## src/rtl/rst_seq_pkg.sv

```systemverilog
package rst_seq_pkg;

    localparam logic [1:0] MODE_LP = 2'd0;
    localparam logic [1:0] MODE_XT = 2'd1;
    localparam logic [1:0] MODE_HS = 2'd2;
    localparam logic [1:0] MODE_RC = 2'd3;

    localparam int EV_SYNC_W = 6;

    typedef enum logic [2:0] {
        ST_PWRT  = 3'd0,
        ST_OST   = 3'd1,
        ST_HOLD  = 3'd2,
        ST_RUN   = 3'd3,
        ST_SLEEP = 3'd4,
        ST_WAKE  = 3'd5
    } seq_state_e;

    typedef enum logic [2:0] {
        EV_NONE      = 3'd0,
        EV_BROWNOUT  = 3'd1,
        EV_WDT_RST   = 3'd2,
        EV_WDT_WAKE  = 3'd3,
        EV_IRQ_WAKE  = 3'd4,
        EV_EXT_SLEEP = 3'd5,
        EV_EXT_RUN   = 3'd6
    } rst_event_e;

    typedef struct packed {
        logic timeout;
        logic powerdown;
        logic poweron;
        logic brownout;
    } status_t;

    // synchronized event bundle, MSB first
    typedef struct packed {
        logic brownout;
        logic ext_low;
        logic wdt;
        logic sleep;
        logic irq;
        logic tick;
    } sync_ev_t;

    // reset value of the synchronizer: pin treated as low until sampled high
    localparam logic [EV_SYNC_W-1:0] EV_SYNC_RST = 6'b010000;

    function automatic logic mode_needs_ost(logic [1:0] mode);
        return mode != MODE_RC;
    endfunction

    function automatic seq_state_e stage_after_pwrt(logic [1:0] mode);
        return mode_needs_ost(mode) ? ST_OST : ST_HOLD;
    endfunction

    function automatic seq_state_e stage_at_poweron(logic pwrt_on, logic [1:0] mode);
        return pwrt_on ? ST_PWRT : stage_after_pwrt(mode);
    endfunction

    function automatic seq_state_e stage_on_wake(logic [1:0] mode);
        return mode_needs_ost(mode) ? ST_WAKE : ST_RUN;
    endfunction

    function automatic logic state_holds_reset(seq_state_e st);
        return (st == ST_PWRT) || (st == ST_OST) || (st == ST_HOLD);
    endfunction

endpackage

```

## src/rtl/rst_seq_sync.sv

```systemverilog
module rst_seq_sync #(
    parameter int WIDTH  = 1,
    parameter int STAGES = 2,
    parameter logic [WIDTH-1:0] RST_VAL = '0
) (
    input  logic             clk,
    input  logic             rst,
    input  logic [WIDTH-1:0] d,
    output logic [WIDTH-1:0] q
);
    logic [WIDTH-1:0] stage_q [STAGES];

    generate
        for (genvar i = 0; i < STAGES; i++) begin : g_stage
            if (i == 0) begin : g_first
                always_ff @(posedge clk) begin
                    if (rst) stage_q[i] <= RST_VAL;
                    else     stage_q[i] <= d;
                end
            end else begin : g_next
                always_ff @(posedge clk) begin
                    if (rst) stage_q[i] <= RST_VAL;
                    else     stage_q[i] <= stage_q[i-1];
                end
            end
        end
    endgenerate

    assign q = stage_q[STAGES-1];
endmodule

```

## src/rtl/rst_seq_delay.sv

```systemverilog
module rst_seq_delay #(
    parameter int LIMIT = 1024
) (
    input  logic clk,
    input  logic rst,
    input  logic clr,
    input  logic step,
    output logic expired
);
    localparam int CNT_W = $clog2(LIMIT + 1);

    logic [CNT_W-1:0] cnt_q;

    assign expired = (cnt_q == CNT_W'(LIMIT));

    always_ff @(posedge clk) begin
        if (rst || clr)             cnt_q <= '0;
        else if (step && !expired)  cnt_q <= cnt_q + 1'b1;
    end
endmodule

```

## src/rtl/rst_seq_fsm.sv

```systemverilog
module rst_seq_fsm
    import rst_seq_pkg::*;
(
    input  logic        clk,
    input  logic        rst,
    input  logic [1:0]  osc_mode,
    input  logic        pwrt_on,
    input  logic        ev_brownout,
    input  logic        ev_ext_low,
    input  logic        ev_wdt,
    input  logic        ev_sleep,
    input  logic        ev_irq,
    input  logic        pwrt_done,
    input  logic        ost_done,
    output seq_state_e  state,
    output rst_event_e  event_code,
    output logic        pwrt_clr,
    output logic        ost_clr
);
    seq_state_e state_q, state_d;

    always_comb begin
        state_d    = state_q;
        event_code = EV_NONE;
        if (ev_brownout) begin
            state_d    = ST_PWRT;
            event_code = EV_BROWNOUT;
        end else begin
            unique case (state_q)
                ST_PWRT: if (pwrt_done) state_d = stage_after_pwrt(osc_mode);
                ST_OST:  if (ost_done)  state_d = ST_HOLD;
                ST_HOLD: if (!ev_ext_low) state_d = ST_RUN;
                ST_RUN: begin
                    if (ev_wdt) begin
                        state_d    = ST_HOLD;
                        event_code = EV_WDT_RST;
                    end else if (ev_ext_low) begin
                        state_d    = ST_HOLD;
                        event_code = EV_EXT_RUN;
                    end else if (ev_sleep) begin
                        state_d    = ST_SLEEP;
                    end
                end
                ST_SLEEP: begin
                    if (ev_ext_low) begin
                        state_d    = ST_HOLD;
                        event_code = EV_EXT_SLEEP;
                    end else if (ev_wdt) begin
                        state_d    = stage_on_wake(osc_mode);
                        event_code = EV_WDT_WAKE;
                    end else if (ev_irq) begin
                        state_d    = stage_on_wake(osc_mode);
                        event_code = EV_IRQ_WAKE;
                    end
                end
                ST_WAKE: begin
                    if (ev_ext_low) begin
                        state_d    = ST_HOLD;
                        event_code = EV_EXT_SLEEP;
                    end else if (ost_done) begin
                        state_d    = ST_RUN;
                    end
                end
                default: state_d = ST_HOLD;
            endcase
        end
    end

    always_ff @(posedge clk) begin
        if (rst) state_q <= stage_at_poweron(pwrt_on, osc_mode);
        else     state_q <= state_d;
    end

    assign state    = state_q;
    assign pwrt_clr = (state_q != ST_PWRT) || ev_brownout;
    assign ost_clr  = !((state_q == ST_OST) || (state_q == ST_WAKE));
endmodule

```

## src/rtl/rst_seq_status.sv

```systemverilog
module rst_seq_status
    import rst_seq_pkg::*;
(
    input  logic       clk,
    input  logic       rst,
    input  rst_event_e event_code,
    input  logic       set_por,
    input  logic       set_bor,
    output status_t    status
);
    status_t st_q, st_d;

    always_comb begin
        st_d = st_q;
        unique case (event_code)
            EV_BROWNOUT: begin
                st_d.timeout   = 1'b1;
                st_d.powerdown = 1'b1;
                st_d.brownout  = 1'b0;
            end
            EV_WDT_RST: begin
                st_d.timeout   = 1'b0;
                st_d.powerdown = 1'b1;
            end
            EV_WDT_WAKE: begin
                st_d.timeout   = 1'b0;
                st_d.powerdown = 1'b0;
            end
            EV_IRQ_WAKE, EV_EXT_SLEEP: begin
                st_d.timeout   = 1'b1;
                st_d.powerdown = 1'b0;
            end
            default: ;
        endcase
        if (set_por) st_d.poweron = 1'b1;
        if (set_bor && (event_code != EV_BROWNOUT)) st_d.brownout = 1'b1;
    end

    always_ff @(posedge clk) begin
        if (rst) st_q <= '{timeout: 1'b1, powerdown: 1'b1, poweron: 1'b0, brownout: 1'b0};
        else     st_q <= st_d;
    end

    assign status = st_q;
endmodule

```

## src/rtl/rst_timeout_seq.sv

```systemverilog
module rst_timeout_seq
    import rst_seq_pkg::*;
#(
    parameter int PWRT_TICKS  = 72,
    parameter int OST_CYCLES  = 1024,
    parameter int SYNC_STAGES = 2
) (
    input  logic       clk,
    input  logic       por_pulse,
    input  logic       brownout_det,
    input  logic       ext_rst_n,
    input  logic       wdt_timeout,
    input  logic       sleep_enter,
    input  logic       irq_wake,
    input  logic [1:0] osc_mode,
    input  logic       pwrt_enable,
    input  logic       slow_tick,
    input  logic       sw_set_por,
    input  logic       sw_set_bor,
    output logic       core_rst,
    output logic       core_run,
    output logic       flag_timeout,
    output logic       flag_powerdown,
    output logic       flag_poweron,
    output logic       flag_brownout
);
    logic [EV_SYNC_W-1:0] raw_ev, sync_q;
    sync_ev_t   ev;
    logic       tick_prev_q, tick_rise;
    logic       pwrt_clr, ost_clr, pwrt_done, ost_done;
    seq_state_e state;
    rst_event_e event_code;
    status_t    status;

    assign raw_ev = {brownout_det, ~ext_rst_n, wdt_timeout, sleep_enter, irq_wake, slow_tick};

    rst_seq_sync #(.WIDTH(EV_SYNC_W), .STAGES(SYNC_STAGES), .RST_VAL(EV_SYNC_RST)) u_sync (
        .clk (clk),
        .rst (por_pulse),
        .d   (raw_ev),
        .q   (sync_q)
    );

    assign ev = sync_ev_t'(sync_q);

    always_ff @(posedge clk) begin
        if (por_pulse) tick_prev_q <= 1'b0;
        else           tick_prev_q <= ev.tick;
    end
    assign tick_rise = ev.tick & ~tick_prev_q;

    rst_seq_delay #(.LIMIT(PWRT_TICKS)) u_pwrt (
        .clk     (clk),
        .rst     (por_pulse),
        .clr     (pwrt_clr),
        .step    (tick_rise),
        .expired (pwrt_done)
    );

    rst_seq_delay #(.LIMIT(OST_CYCLES)) u_ost (
        .clk     (clk),
        .rst     (por_pulse),
        .clr     (ost_clr),
        .step    (1'b1),
        .expired (ost_done)
    );

    rst_seq_fsm u_fsm (
        .clk         (clk),
        .rst         (por_pulse),
        .osc_mode    (osc_mode),
        .pwrt_on     (pwrt_enable),
        .ev_brownout (ev.brownout),
        .ev_ext_low  (ev.ext_low),
        .ev_wdt      (ev.wdt),
        .ev_sleep    (ev.sleep),
        .ev_irq      (ev.irq),
        .pwrt_done   (pwrt_done),
        .ost_done    (ost_done),
        .state       (state),
        .event_code  (event_code),
        .pwrt_clr    (pwrt_clr),
        .ost_clr     (ost_clr)
    );

    rst_seq_status u_status (
        .clk        (clk),
        .rst        (por_pulse),
        .event_code (event_code),
        .set_por    (sw_set_por),
        .set_bor    (sw_set_bor),
        .status     (status)
    );

    assign core_rst       = state_holds_reset(state);
    assign core_run       = (state == ST_RUN);
    assign flag_timeout   = status.timeout;
    assign flag_powerdown = status.powerdown;
    assign flag_poweron   = status.poweron;
    assign flag_brownout  = status.brownout;
endmodule

```

## config.mk

```make
export PLATFORM = sky130hd
export DESIGN_NAME = rst_timeout_seq
export DESIGN_NICKNAME = d
export VERILOG_FILES = /design/src/rtl/rst_seq_pkg.sv /design/src/rtl/rst_seq_sync.sv /design/src/rtl/rst_seq_delay.sv /design/src/rtl/rst_seq_fsm.sv /design/src/rtl/rst_seq_status.sv /design/src/rtl/rst_timeout_seq.sv
export SDC_FILE = /design/constraint.sdc
export NUM_CORES = 1
export LEC_CHECK = 0
export ABC_AREA = 1
export BUFFER_PORTS_ARGS = -buffer_cell sky130_fd_sc_hd__buf_2
export CORE_MARGIN = 2
export CORE_UTILIZATION = 45
export DETAILED_ROUTE_END_ITERATION = 10
export PLACE_DENSITY = 0.69
export SYNTH_ARGS = -nofsm -noshare
export SYNTH_HDL_FRONTEND = slang
export SYNTH_HIERARCHICAL = 1
export SYNTH_SLANG_ARGS = --single-unit
```

## constraint.sdc

```tcl
create_clock -name clk -period 1.85 [get_ports clk]
set_clock_uncertainty 0.05 [all_clocks]
set_input_delay 0.185 -clock clk [delete_from_list [all_inputs] [get_ports clk]]
set_output_delay 0.185 -clock clk [all_outputs]
set_load 0.02 [all_outputs]
```

==> results.toml <==
[status]
status = "completed"

[job]
cap_viol_max_count = 0

[global_route]
track_usage_pct = 16.36
grt_remaining_overflow = 0
grt_max_degree = 15
grt_pass1_vias = 1634
met1_usage_pct = 21.98
use_met3_pct = 4.558
grt_util_met2_pct = 25.35
busiest_layer = "met2"
grt_antenna_before_repair = 0
grt_pass1_wl_um = 6879

[detailed_routing]
drtIter0Drc = 78
num_vias = 1910
drt_pass1_iterations = 4
antenna_left = 0
detail_route.wl_per_cell_um = 9.973
drc = 0
viasPerCell = 4.739
drt_wl_total_um = 4019

[placed_design]
io_buffers = 18
place.gp.congestion = 0.8366
hpwl_um = 2951

[sta]
setup-tns-final_ps = 0
timing.final.crit_share_pct = 93.02
hold_viol = 0
period_minus_slack_ps = 1721
setup_viol = 0
finalMaxSlewViolations = 0
fmax_mhz = 581.1
rsz0062_at_grt = "false"

[clocking]
ctsLongestPathBuffers = 2
cts.sinks = 38
cts_root_buf = "clkbuf_8"
cts_buffers = 5
cts_tree = "built"
clk_latency_ps = 290
clk_pin_slew_ps = 70
htreeDepth = 2
cts_hold_repair.buffers = 0

[floorplanning]
start_util_pct = 45.80
die_x_um = 72.87
core_um2 = 4661
dieHeight_um = 72.87
pin_count = 19
num_rows = 25
die_area_um2 = 5310

[yosys]
syn_area_um2 = 2135
synth_cell_type_count = 36
synth-edff-count = 3
yosysSeqAreaShare_pct = 37.05
async_flop_share_pct = 0
ys_ff_latch = 38
synth_cells = 319
synth_ff_type = "dfxtp_1"
synth.avg_cell_area_um2 = 6.691
yosysWarnings = 6

[hold_path]
whs_endpoint = "u_sync/stage_q[0][3]$_SDFF_PP0_"
hold_class = "in2reg"
worstHoldStart = "wdt_timeout"
whs_path_depth = 3

[setup_path]
r2r-end = "u_fsm/state[2]$_SDFFCE_PP0P_"
regToRegSetupSlack_ps = 130
setup.worst_path.class = "reg2reg"
end_kind = "flop"
cp_max_fo = 4
crit_arrival_ps = 1660
required_ps = 1790
start_kind = "flop"
reg2reg_depth = 10
r2r-start = "u_ost/cnt_q[0]$_SDFFE_PP0P_"

[pwr]
p_leak_nw = 1.102
peakVddDrop_mv = 0.4416
p_per_area_nw_per_um2 = 1005

[layout]
area_growth_pct = 13.42
diodes = 0
final_nets = 365
utilization_pct = 51.95
drive_gt1_share_pct = 16.33
==> synth_stat cells (2+ instances only) <==
cell type   n  share of area [%]
nand2_1    83                 15
nor2_1     57                 10
inv_1      47                8.3
dfxtp_1    35                 33
nand3_1    20                4.7
a21oi_1    14                3.3
nand4_1     7                2.1
xor2_1      7                2.9
o21ai_0     5                1.2
ha_1        4                2.3
inv_2       4               0.70
nor2_2      4                1.2
buf_6       3                1.6
edfxtp_1    3                4.2
nand2_2     2               0.59
nand3_4     2                1.6
nor3_1      2               0.47
o21ai_2     2               0.82
==> flip-flops by register name, indices dropped and copies added (netlist names) <==
| register | flops |
|---|---|
| u_fsm/state | 3 |
| u_sync/stage_q | 12 |
| u_pwrt/cnt_q | 7 |
| u_status/status | 4 |
| u_ost/cnt_q | 11 |
| tick_prev_q | 1 |
==> cell usage in the layout (no fill, tap or decap), types with 2 or more instances in the layout <==
cell type | netlist | layout
nand2_1 | 83 | 83
nor2_1 | 57 | 56
inv_1 | 47 | 47
dfxtp_1 | 35 | 34
nand3_1 | 20 | 20
buf_2 | 1 | 18
a21oi_1 | 14 | 13
clkbuf_8 | 1 | 8
buf_4 | 0 | 8
nand4_1 | 7 | 7
xor2_1 | 7 | 7
nor2_2 | 4 | 5
o21ai_0 | 5 | 5
inv_2 | 4 | 4
ha_1 | 4 | 4
edfxtp_1 | 3 | 3
nand3_4 | 2 | 2
nand2_2 | 2 | 2
o21ai_2 | 2 | 2
a21oi_2 | 1 | 2
conb_1 | 1 | 2
nor3_1 | 2 | 2
==> critical path, stage by stage (launching register included) <==
cell	delay [ps]
dfxtp_1	330
inv_1	100
ha_1	150
nand4_1	150
nor2_2	160
inv_1	70
nand2_1	60
nor3b_1	40
nor2_1	80
nand2_1	70
nor2_2	150
==> worst max-delay path by stage <==
stage	startpoint	to	slack, ps	depth (start not counted)
floorplan	u_fsm/state[0]$_DFFE_PP_	u_status/status[2]$_SDFFE_PP1P_	230	10
global placement	u_fsm/state[2]$_SDFFCE_PP0P_	u_status/status[2]$_SDFFE_PP1P_	140	9
detailed placement	u_fsm/state[2]$_SDFFCE_PP0P_	u_status/status[2]$_SDFFE_PP1P_	70	9
CTS	u_fsm/state[2]$_SDFFCE_PP0P_	u_status/status[2]$_SDFFE_PP1P_	70	9
global route	u_ost/cnt_q[0]$_SDFFE_PP0P_	u_fsm/state[2]$_SDFFCE_PP0P_	10	10
finish	u_ost/cnt_q[0]$_SDFFE_PP0P_	u_fsm/state[2]$_SDFFCE_PP0P_	130	10
==> area by class of cell <==
type	instances	area (um^2)
inverters	52	195.2
clock buffers	8	110.1
repair buffers	26	150.1
well taps	54	67.56
multi-input cells	225	1106
flip-flops and latches	38	792.0
fillers	486	2240
==> report_power, final <==
part	switching [W]	internal, W	total (W)
clock network	0.000277	0.000376	0.000653
logic	0.000517	0.000313	0.000830
registers	0.0000376	0.000914	0.000951
total	0.000831	0.00160	0.00243
==> logic make-up (layout without fill, tap and decap cells) <==
group	Yosys count	in the layout	synth area share, %
DFF	38	38	37.05
other	1	2	0.1757
and+or+nand+nor	182	182	37.40
buffers and inverters	57	86	11.61
AOI/OAI and AO/OA	29	29	8.148
adders and majority gates	4	4	2.345
xor gates and xnor gates	8	8	3.283
==> layer usage <==
metal / vias to the layer above / wire [um]
li1: 1038 / -
met4: 0 / 54
met2: 34 / 1699
met5: - / 0
met1: 833 / 2088
met3: 5 / 177
==> per-stage QoR <==
| stage | setup WS (ps) | cell area [um^2] | hold WS, ps | std cells | power (W) |
|---|---|---|---|---|---|
| after floorplan | 227.0 | 2138 | 207.4 | 320 | 0.001565 |
| after CTS | 69.04 | 2384 | 39.17 | 399 | 0.002402 |
| after global routing | 12.09 | 2421 | 49.59 | 403 | 0.002607 |
| final | 129.2 | 2421 | 48.46 | 403 | 0.002434 |
| after detailed placement | 68.38 | 2273 | 345.3 | 391 | 0.001741 |
| after global placement | 141.5 | 2273 | 337.5 | 391 | 0.001726 |
==> repair_timing <==
action                                  CTS  global route
endpoints found under the setup margin    0             6
buffers inserted                          0             4
gates resized for setup                   0             3
Note: power is estimated with default switching activity, not from simulation.
